$ cat src/rtl/sbs_pkg.sv
package sbs_pkg;

   typedef enum logic [1:0] {
      SEQ_IDLE  = 2'd0,
      SEQ_RUN   = 2'd1,
      SEQ_DESEL = 2'd2
   } seq_state_e;

   // A word opens a new burst group when its low group bits are all zero.
   function automatic logic opens_group(input logic [7:0] low, input int unsigned nbits);
      logic [7:0] mask;
      mask = 8'((9'd1 << nbits) - 9'd1);
      return (low & mask) == 8'd0;
   endfunction

endpackage

$ cat src/rtl/sbs_seq.sv
module sbs_seq
   import sbs_pkg::*;
#(
   parameter int AW         = 20,
   parameter int LW         = 8,
   parameter int BW         = 4,
   parameter int BURST_BITS = 2
) (
   input  logic          clk,
   input  logic          rst_n,
   input  logic          req_start,
   input  logic [AW-1:0] req_addr,
   input  logic [LW-1:0] req_len,
   input  logic          req_write,
   input  logic [BW-1:0] req_be,
   input  logic          drain_busy,
   output logic          iss_valid,
   output logic          iss_write,
   output logic          iss_strobe,
   output logic [AW-1:0] iss_addr,
   output logic [BW-1:0] iss_be,
   output logic          desel,
   output logic          seq_busy
);

   seq_state_e    state_q;
   logic [AW-1:0] addr_q;
   logic [LW-1:0] remain_q;
   logic          first_q;
   logic          write_q;
   logic [BW-1:0] be_q;
   logic          accept;
   logic          last_word;
   logic [7:0]    low_bits;

   assign accept    = req_start && (state_q == SEQ_IDLE) && !drain_busy && (req_len != '0);
   assign last_word = (remain_q == LW'(1));

   generate
      if (AW >= 8) begin : g_low_wide
         assign low_bits = addr_q[7:0];
      end else begin : g_low_narrow
         assign low_bits = 8'(addr_q);
      end
   endgenerate

   always_ff @(posedge clk) begin
      if (!rst_n) begin
         state_q  <= SEQ_IDLE;
         addr_q   <= '0;
         remain_q <= '0;
         first_q  <= 1'b0;
         write_q  <= 1'b0;
         be_q     <= '0;
      end else begin
         case (state_q)
            SEQ_IDLE: begin
               if (accept) begin
                  state_q  <= SEQ_RUN;
                  addr_q   <= req_addr;
                  remain_q <= req_len;
                  first_q  <= 1'b1;
                  write_q  <= req_write;
                  be_q     <= req_be;
               end
            end
            SEQ_RUN: begin
               addr_q   <= addr_q + AW'(1);
               remain_q <= remain_q - LW'(1);
               first_q  <= 1'b0;
               if (last_word) begin
                  state_q <= write_q ? SEQ_IDLE : SEQ_DESEL;
               end
            end
            SEQ_DESEL: state_q <= SEQ_IDLE;
            default:   state_q <= SEQ_IDLE;
         endcase
      end
   end

   assign iss_valid  = (state_q == SEQ_RUN);
   assign iss_write  = write_q;
   assign iss_strobe = first_q || opens_group(low_bits, BURST_BITS);
   assign iss_addr   = addr_q;
   assign iss_be     = be_q;
   assign desel      = (state_q == SEQ_DESEL);
   assign seq_busy   = (state_q != SEQ_IDLE);

endmodule

$ cat src/rtl/sbs_pins.sv
module sbs_pins #(
   parameter int AW = 20,
   parameter int DW = 32,
   parameter int BW = 4
) (
   input  logic          clk,
   input  logic          rst_n,
   input  logic          iss_valid,
   input  logic          iss_write,
   input  logic          iss_strobe,
   input  logic [AW-1:0] iss_addr,
   input  logic [BW-1:0] iss_be,
   input  logic          desel,
   input  logic [DW-1:0] wr_data,
   input  logic [BW-1:0] wr_be,
   output logic          mem_cs,
   output logic          mem_astb,
   output logic [AW-1:0] mem_addr,
   output logic [BW-1:0] mem_be,
   output logic          mem_we,
   output logic [DW-1:0] mem_dq_o,
   output logic          mem_dq_oe
);

   logic wr_word;
   assign wr_word = iss_valid && iss_write;

   always_ff @(posedge clk) begin
      if (!rst_n) begin
         mem_cs    <= 1'b0;
         mem_astb  <= 1'b0;
         mem_addr  <= '0;
         mem_be    <= '0;
         mem_we    <= 1'b0;
         mem_dq_o  <= '0;
         mem_dq_oe <= 1'b0;
      end else begin
         mem_cs    <= iss_valid;
         mem_astb  <= iss_valid ? iss_strobe : desel;
         mem_we    <= wr_word;
         mem_dq_oe <= wr_word;
         if (iss_valid && iss_strobe) mem_addr <= iss_addr;
         if (!iss_valid)   mem_be <= '0;
         else if (iss_write) mem_be <= wr_be;
         else              mem_be <= iss_be;
         if (wr_word) mem_dq_o <= wr_data;
      end
   end

endmodule

$ cat src/rtl/sbs_rdpipe.sv
module sbs_rdpipe #(
   parameter int DW     = 32,
   parameter int RD_LAT = 2
) (
   input  logic          clk,
   input  logic          rst_n,
   input  logic          rd_now,
   input  logic          rd_word,
   input  logic [DW-1:0] dq_i,
   output logic          rd_valid,
   output logic [DW-1:0] rd_data,
   output logic          oe,
   output logic          pend
);

   logic [RD_LAT-1:0] stg_q;
   logic              oe_next;

   generate
      for (genvar i = 0; i < RD_LAT; i++) begin : g_stage
         if (i == 0) begin : g_head
            always_ff @(posedge clk) begin
               if (!rst_n) stg_q[0] <= 1'b0;
               else        stg_q[0] <= rd_word;
            end
         end else begin : g_body
            always_ff @(posedge clk) begin
               if (!rst_n) stg_q[i] <= 1'b0;
               else        stg_q[i] <= stg_q[i-1];
            end
         end
      end
   endgenerate

   // Enable covers the issue cycle through the cycle the last word sits on the bus.
   assign oe_next = rd_now || rd_word || (|stg_q[RD_LAT-2:0]);

   always_ff @(posedge clk) begin
      if (!rst_n) begin
         rd_valid <= 1'b0;
         rd_data  <= '0;
         oe       <= 1'b0;
      end else begin
         rd_valid <= stg_q[RD_LAT-1];
         oe       <= oe_next;
         if (stg_q[RD_LAT-1]) rd_data <= dq_i;
      end
   end

   assign pend = |stg_q;

endmodule

$ cat src/rtl/sbsram_burst_ctrl.sv
module sbsram_burst_ctrl
   import sbs_pkg::*;
#(
   parameter int AW          = 20,
   parameter int DW          = 32,
   parameter int LW          = 8,
   parameter int RD_LAT      = 2,
   parameter int BURST_WORDS = 4
) (
   input  logic              clk,
   input  logic              rst_n,
   input  logic              req_start,
   input  logic [AW-1:0]     req_addr,
   input  logic [LW-1:0]     req_len,
   input  logic              req_write,
   input  logic [DW/8-1:0]   req_be,
   output logic              wr_req,
   input  logic [DW-1:0]     wr_data,
   input  logic [DW/8-1:0]   wr_be,
   output logic              busy,
   output logic              rd_valid,
   output logic [DW-1:0]     rd_data,
   output logic              mem_cs,
   output logic              mem_astb,
   output logic [AW-1:0]     mem_addr,
   output logic [DW/8-1:0]   mem_be,
   output logic              mem_we,
   output logic              mem_oe,
   output logic [DW-1:0]     mem_dq_o,
   output logic              mem_dq_oe,
   input  logic [DW-1:0]     mem_dq_i
);

   localparam int BW         = DW / 8;
   localparam int BURST_BITS = $clog2(BURST_WORDS);

   generate
      if (DW % 8 != 0) begin : g_bad_dw
         $error("DW must be a multiple of 8");
      end
      if (RD_LAT < 2) begin : g_bad_lat
         $error("RD_LAT must be at least 2");
      end
      if (BURST_WORDS < 2 || (1 << BURST_BITS) != BURST_WORDS || BURST_BITS > 8) begin : g_bad_burst
         $error("BURST_WORDS must be a power of two from 2 to 256");
      end
      if (AW < BURST_BITS || LW < 1) begin : g_bad_width
         $error("AW or LW too small");
      end
   endgenerate

   logic          iss_valid;
   logic          iss_write;
   logic          iss_strobe;
   logic [AW-1:0] iss_addr;
   logic [BW-1:0] iss_be;
   logic          desel;
   logic          seq_busy;
   logic          drain_busy;
   logic          pin_rd_word;
   logic          rd_pend;

   assign pin_rd_word = mem_cs && !mem_we;
   assign drain_busy  = rd_pend || pin_rd_word || mem_oe;
   assign busy        = seq_busy || drain_busy;
   assign wr_req      = iss_valid && iss_write;

   sbs_seq #(
      .AW(AW), .LW(LW), .BW(BW), .BURST_BITS(BURST_BITS)
   ) u_seq (
      .clk        (clk),
      .rst_n      (rst_n),
      .req_start  (req_start),
      .req_addr   (req_addr),
      .req_len    (req_len),
      .req_write  (req_write),
      .req_be     (req_be),
      .drain_busy (drain_busy),
      .iss_valid  (iss_valid),
      .iss_write  (iss_write),
      .iss_strobe (iss_strobe),
      .iss_addr   (iss_addr),
      .iss_be     (iss_be),
      .desel      (desel),
      .seq_busy   (seq_busy)
   );

   sbs_pins #(
      .AW(AW), .DW(DW), .BW(BW)
   ) u_pins (
      .clk        (clk),
      .rst_n      (rst_n),
      .iss_valid  (iss_valid),
      .iss_write  (iss_write),
      .iss_strobe (iss_strobe),
      .iss_addr   (iss_addr),
      .iss_be     (iss_be),
      .desel      (desel),
      .wr_data    (wr_data),
      .wr_be      (wr_be),
      .mem_cs     (mem_cs),
      .mem_astb   (mem_astb),
      .mem_addr   (mem_addr),
      .mem_be     (mem_be),
      .mem_we     (mem_we),
      .mem_dq_o   (mem_dq_o),
      .mem_dq_oe  (mem_dq_oe)
   );

   sbs_rdpipe #(
      .DW(DW), .RD_LAT(RD_LAT)
   ) u_rdpipe (
      .clk      (clk),
      .rst_n    (rst_n),
      .rd_now   (iss_valid && !iss_write),
      .rd_word  (pin_rd_word),
      .dq_i     (mem_dq_i),
      .rd_valid (rd_valid),
      .rd_data  (rd_data),
      .oe       (mem_oe),
      .pend     (rd_pend)
   );

endmodule

$ cat config.mk
export PLATFORM = sky130hd
export DESIGN_NAME = sbsram_burst_ctrl
export DESIGN_NICKNAME = d
export VERILOG_FILES = /design/src/rtl/sbs_pkg.sv /design/src/rtl/sbs_seq.sv /design/src/rtl/sbs_pins.sv /design/src/rtl/sbs_rdpipe.sv /design/src/rtl/sbsram_burst_ctrl.sv
export SDC_FILE = /design/constraint.sdc
export NUM_CORES = 1
export LEC_CHECK = 0
export ABC_AREA = 1
export BUFFER_PORTS_ARGS = -buffer_cell sky130_fd_sc_hd__clkbuf_2
export CAP_MARGIN = 10
export CORE_MARGIN = 8
export CORE_UTILIZATION = 51
export CTS_CLUSTER_SIZE = 20
export DETAILED_ROUTE_END_ITERATION = 6
export PLACE_DENSITY = 0.78
export SLEW_MARGIN = 15
export SYNTH_ARGS = -nofsm -noshare
export SYNTH_HDL_FRONTEND = slang
export SYNTH_HIERARCHICAL = 1
export SYNTH_SLANG_ARGS = --single-unit
$ cat constraint.sdc
create_clock -name clk -period 2.2 [get_ports clk]
set_input_delay 0.22 -clock clk [delete_from_list [all_inputs] [get_ports clk]]
set_output_delay 0.22 -clock clk [all_outputs]
set_load 0.03 [all_outputs]
==> metrics.csv <==
stage;metric;value;unit
floorplanning;coreArea;11520;um2
layout;num_antenna_cells;0;
yosys;async_reset_ff_share;0;%
placed_design;pre_cts_ws;0.3744;ns
sta;drv_slew;0;
power_and_ir_drop;seqPwrFrac;37.3;%
worst_setup_path;slowest_stage;dfxtp_2;
worst_hold_path;min_path_type;in -> reg;
power_and_ir_drop;p_per_area;1039;nW/um2
route;post_drt_wl_per_cell;12.98;um
global_route;grt.busiest_layer;met2;
clock_network;clk_pin_slew_worst_paths;0.06;ns
clock_network;cts_htree_levels;4;
yosys;ys_types;37;
sta;rsz0062_at_grt;false;
sta;timing.hold.ws;0.02907;ns
sta;layout_min_cycle_time;1.838;ns
sta;worst_slack;0.3623;ns
global_route;grt_overflow;0;
clock_network;cts.path.max_buffers;2;
global_route;grtUsageMet2;33.76;%
yosys;yosys_warnings;6;
worst_setup_path;endpoint;u_seq/iss_addr[16];
power_and_ir_drop;combinationalPowerShare;26.0;%
placed_design;gp_congestion;0.8991;
floorplanning;initial_core_util;52.55;%
worst_setup_path;startpoint_type;flop;
sta;max_freq;0.5442;GHz
clock_network;cts_root_buffer;clkbuf_16;
global_route;use_met1;25.63;%
clock_network;cts_tree;built;
sta;worst_pin_slew;0.5833;ns
placed_design;place.port_buffers;199;
worst_setup_path;rr_startpoint;u_rdpipe/stg_q[1];
yosys;yosysMostFrequentCell;nand2_1;
power_and_ir_drop;clkPwrFrac;36.7;%
yosys;synth_edf_count;0;
yosys;yosysSeqAreaShare;43.33;%
floorplanning;ioPinCount;200;
route;vias;5976;
route;first_pass_iters;5;
layout;synthToLayoutAreaGrowth;26.69;%
floorplanning;die_area;15610;um2
floorplanning;die_w;124.9;um
sta;setup-violations-final;0;
worst_setup_path;path_max_fanout;27;
route;wirelength;16430;um
yosys;netlist_top_cells_count;276 x nand2_1, 213 x nor2_1, 131 x dfxtp_1, 131 x inv_1, 34 x nand3_1;
power_and_ir_drop;p_total;7.967;mW
clock_network;numCtsBuffers;17;
power_and_ir_drop;p_int;5.291;mW
global_route;grt_max_degree;83;
clock_network;post-cts-setup-buffers;0;
yosys;synth_area_leaders;dfxtp_1 43%, nand2_1 17%, nor2_1 13%;
sta;clock_skew;0.008213;ns
worst_setup_path;required;2.55;ns
route;drt_iter0_markers;444;
worst_setup_path;rr_worst_depth;10;
power_and_ir_drop;leakage;4.119;nW
sta;max-slew-margin-rel;61.12;%
power_and_ir_drop;swShare;33.59;%
placed_design;dp_hpwl;11600;um
sta;fin_crit_sh;83.53;%
yosys;syn_avg_cell_area;6.529;um2
yosys;syn_nets;1035;
sta;setup_tns;0;ns
status;outcome;finished clean;
worst_setup_path;rrSetupSlack;0.36;ns
worst_setup_path;end_kind;flop;
route;drc;0;
worst_setup_path;crit_path_frequent_cell;nand2_1;
yosys;ys.flop_type;dfxtp_1;
layout;final_util;66.58;%
clock_network;cts.sinks;131;
global_route;antenna_found_initial;0;
route;via_per_inst;4.720;
global_route;grtUsageTotal;20.57;%
floorplanning;rows;39;
worst_setup_path;path_class;reg -> reg;
yosys;synth_seq_cells;131;
sta;hold_viol;0;
floorplanning;die_height;124.9;um
yosys;netlist_area;6052;um2
layout;n_fill_cell;1049;
global_route;grt_pass1_wl;26520;um
worst_setup_path;cp_slowest_stage_delay;0.32;ns
yosys;synthCells;927;
layout;layout.nets;1218;
worst_setup_path;cp-startpoint;u_rdpipe/stg_q[1];
power_and_ir_drop;p_sw;2.676;mW
clock_network;postCtsHoldBufs;0;
worst_setup_path;crit_chain;or2_2 -> nor2_2 -> nand2_1 -> nor2_2 -> nand2_4 -> inv_4 -> nand2_1 -> nand2_1 -> nand2_1 -> a21oi_1;
power_and_ir_drop;peakVddDrop;714.6;uV
yosys;synth_top_area_cell;dfxtp_1;
global_route;use_met3;5.525;%
worst_setup_path;arrival;2.19;ns
worst_setup_path;reg2reg_to;u_seq/iss_addr[16];
clock_network;clkLatencyLatePin;0.42;ns
clock_network;ctsResizeCount;0;
yosys;yosysTopAreaCellShare;43.33;%
flow_run;cap_violations;0;
global_route;grt_pass1_vias;5394;
layout;drive_above_1_share;23.42;%
route;antenna_left;0;
## per-stage QoR
| stage | std cells | area, um2 |
|---|---|---|
| floorplan | 927 | 6052 |
| global placement | 1234 | 7043 |
| detailed placement | 1234 | 7043 |
| CTS | 1266 | 7667 |
| global route | 1266 | 7667 |
| finish | 1266 | 7667 |
## layout by cell type, fill, tap and decap left out, types with 3 or more instances in the layout
cell          n
xor2_1        3
nand4_1       6
nand2_1     275
dfxtp_1     130
clkinvlp_4    3
clkbuf_2    198
bufinv_16     3
clkbuf_16    17
a31oi_1       6
clkbuf_8      5
nor3_1        3
or2_2         3
a21oi_2       3
ha_1          4
buf_4         5
nor2_1      213
inv_1       131
a21oi_1      21
nor2_2        4
o211ai_1      6
inv_2         4
nand2_2       3
nand3_1      34
o21ai_0      13
## cells by family (layout without fill, tap and decap cells)
kind of cell    after synthesis  in the layout  synth area share (%)
xor+xnor                      3              3                0.4342
fa+ha+maj                     4              4                0.8270
compound gates               59             59                 5.892
buf+inv                     178            374                 12.88
flops                       131            131                 43.33
simple gates                552            552                 36.63
## flip-flops by register name, indices dropped and copies added, names as in the netlist
signal,flops
u_pins/mem_addr,20
u_pins/mem_astb,1
u_pins/mem_be,4
u_pins/mem_cs,1
u_pins/mem_dq_o,32
u_pins/mem_dq_oe,1
u_rdpipe/oe,1
u_rdpipe/rd_data,32
u_rdpipe/rd_valid,1
u_rdpipe/stg_q,2
u_seq/first_q,1
u_seq/iss_addr,20
u_seq/iss_be,4
u_seq/iss_write,1
u_seq/remain_q,8
u_seq/state_q,2
## critical path: cells and delay by family (launching register included)
family | cells | cell delay, ns
simple gates | 8 | 1.04
flops | 1 | 0.32
buf+inv | 1 | 0.29
compound gates | 1 | 0.11
## how the worst min path moves through the flow
stage	from	to	slack (ns)	cells after the start
after CTS	wr_data[0]	u_pins/mem_dq_o[0]	0.008	3
after floorplan	rst_n	u_seq/remain_q[7]	0.34	2
after detailed placement	u_rdpipe/stg_q[0]	u_rdpipe/stg_q[1]	0.41	2
final	wr_data[0]	u_pins/mem_dq_o[0]	0.03	3
after global routing	wr_data[25]	u_pins/mem_dq_o[25]	0.03	3
after global placement	u_rdpipe/stg_q[0]	u_rdpipe/stg_q[1]	0.41	2
## final cells by class
class	instances	area, um2	share of cell area, %
Inverter	137	519.2	6.772
Tap cell	143	178.9	2.334
Multi-Input combinational cell	618	2653	34.60
Clock buffer	24	501.7	6.544
Clock inverter	8	122.6	1.599
Sequential cell	131	2624	34.22
Timing Repair Buffer	205	1069	13.94
## layer usage
| metal | vias up | routed length [um] |
|---|---|---|
| met5 | - | 0 |
| met4 | 0 | 162 |
| met3 | 16 | 1118 |
| met2 | 213 | 7782 |
| met1 | 2600 | 7364 |
| li1 | 3147 | - |
## power by group through the flow
stage / logic, mW / clock network [mW] / registers (mW)
detailed placement: 2.05 / 0 / 3.01
CTS: 2.07 / 2.98 / 2.97
global route: 2.32 / 3.06 / 3.01
floorplan: 1.23 / 0 / 3.31
finish: 2.07 / 2.93 / 2.97
global placement: 2.03 / 0 / 3.00
Note: power is estimated with default switching activity, not from simulation.
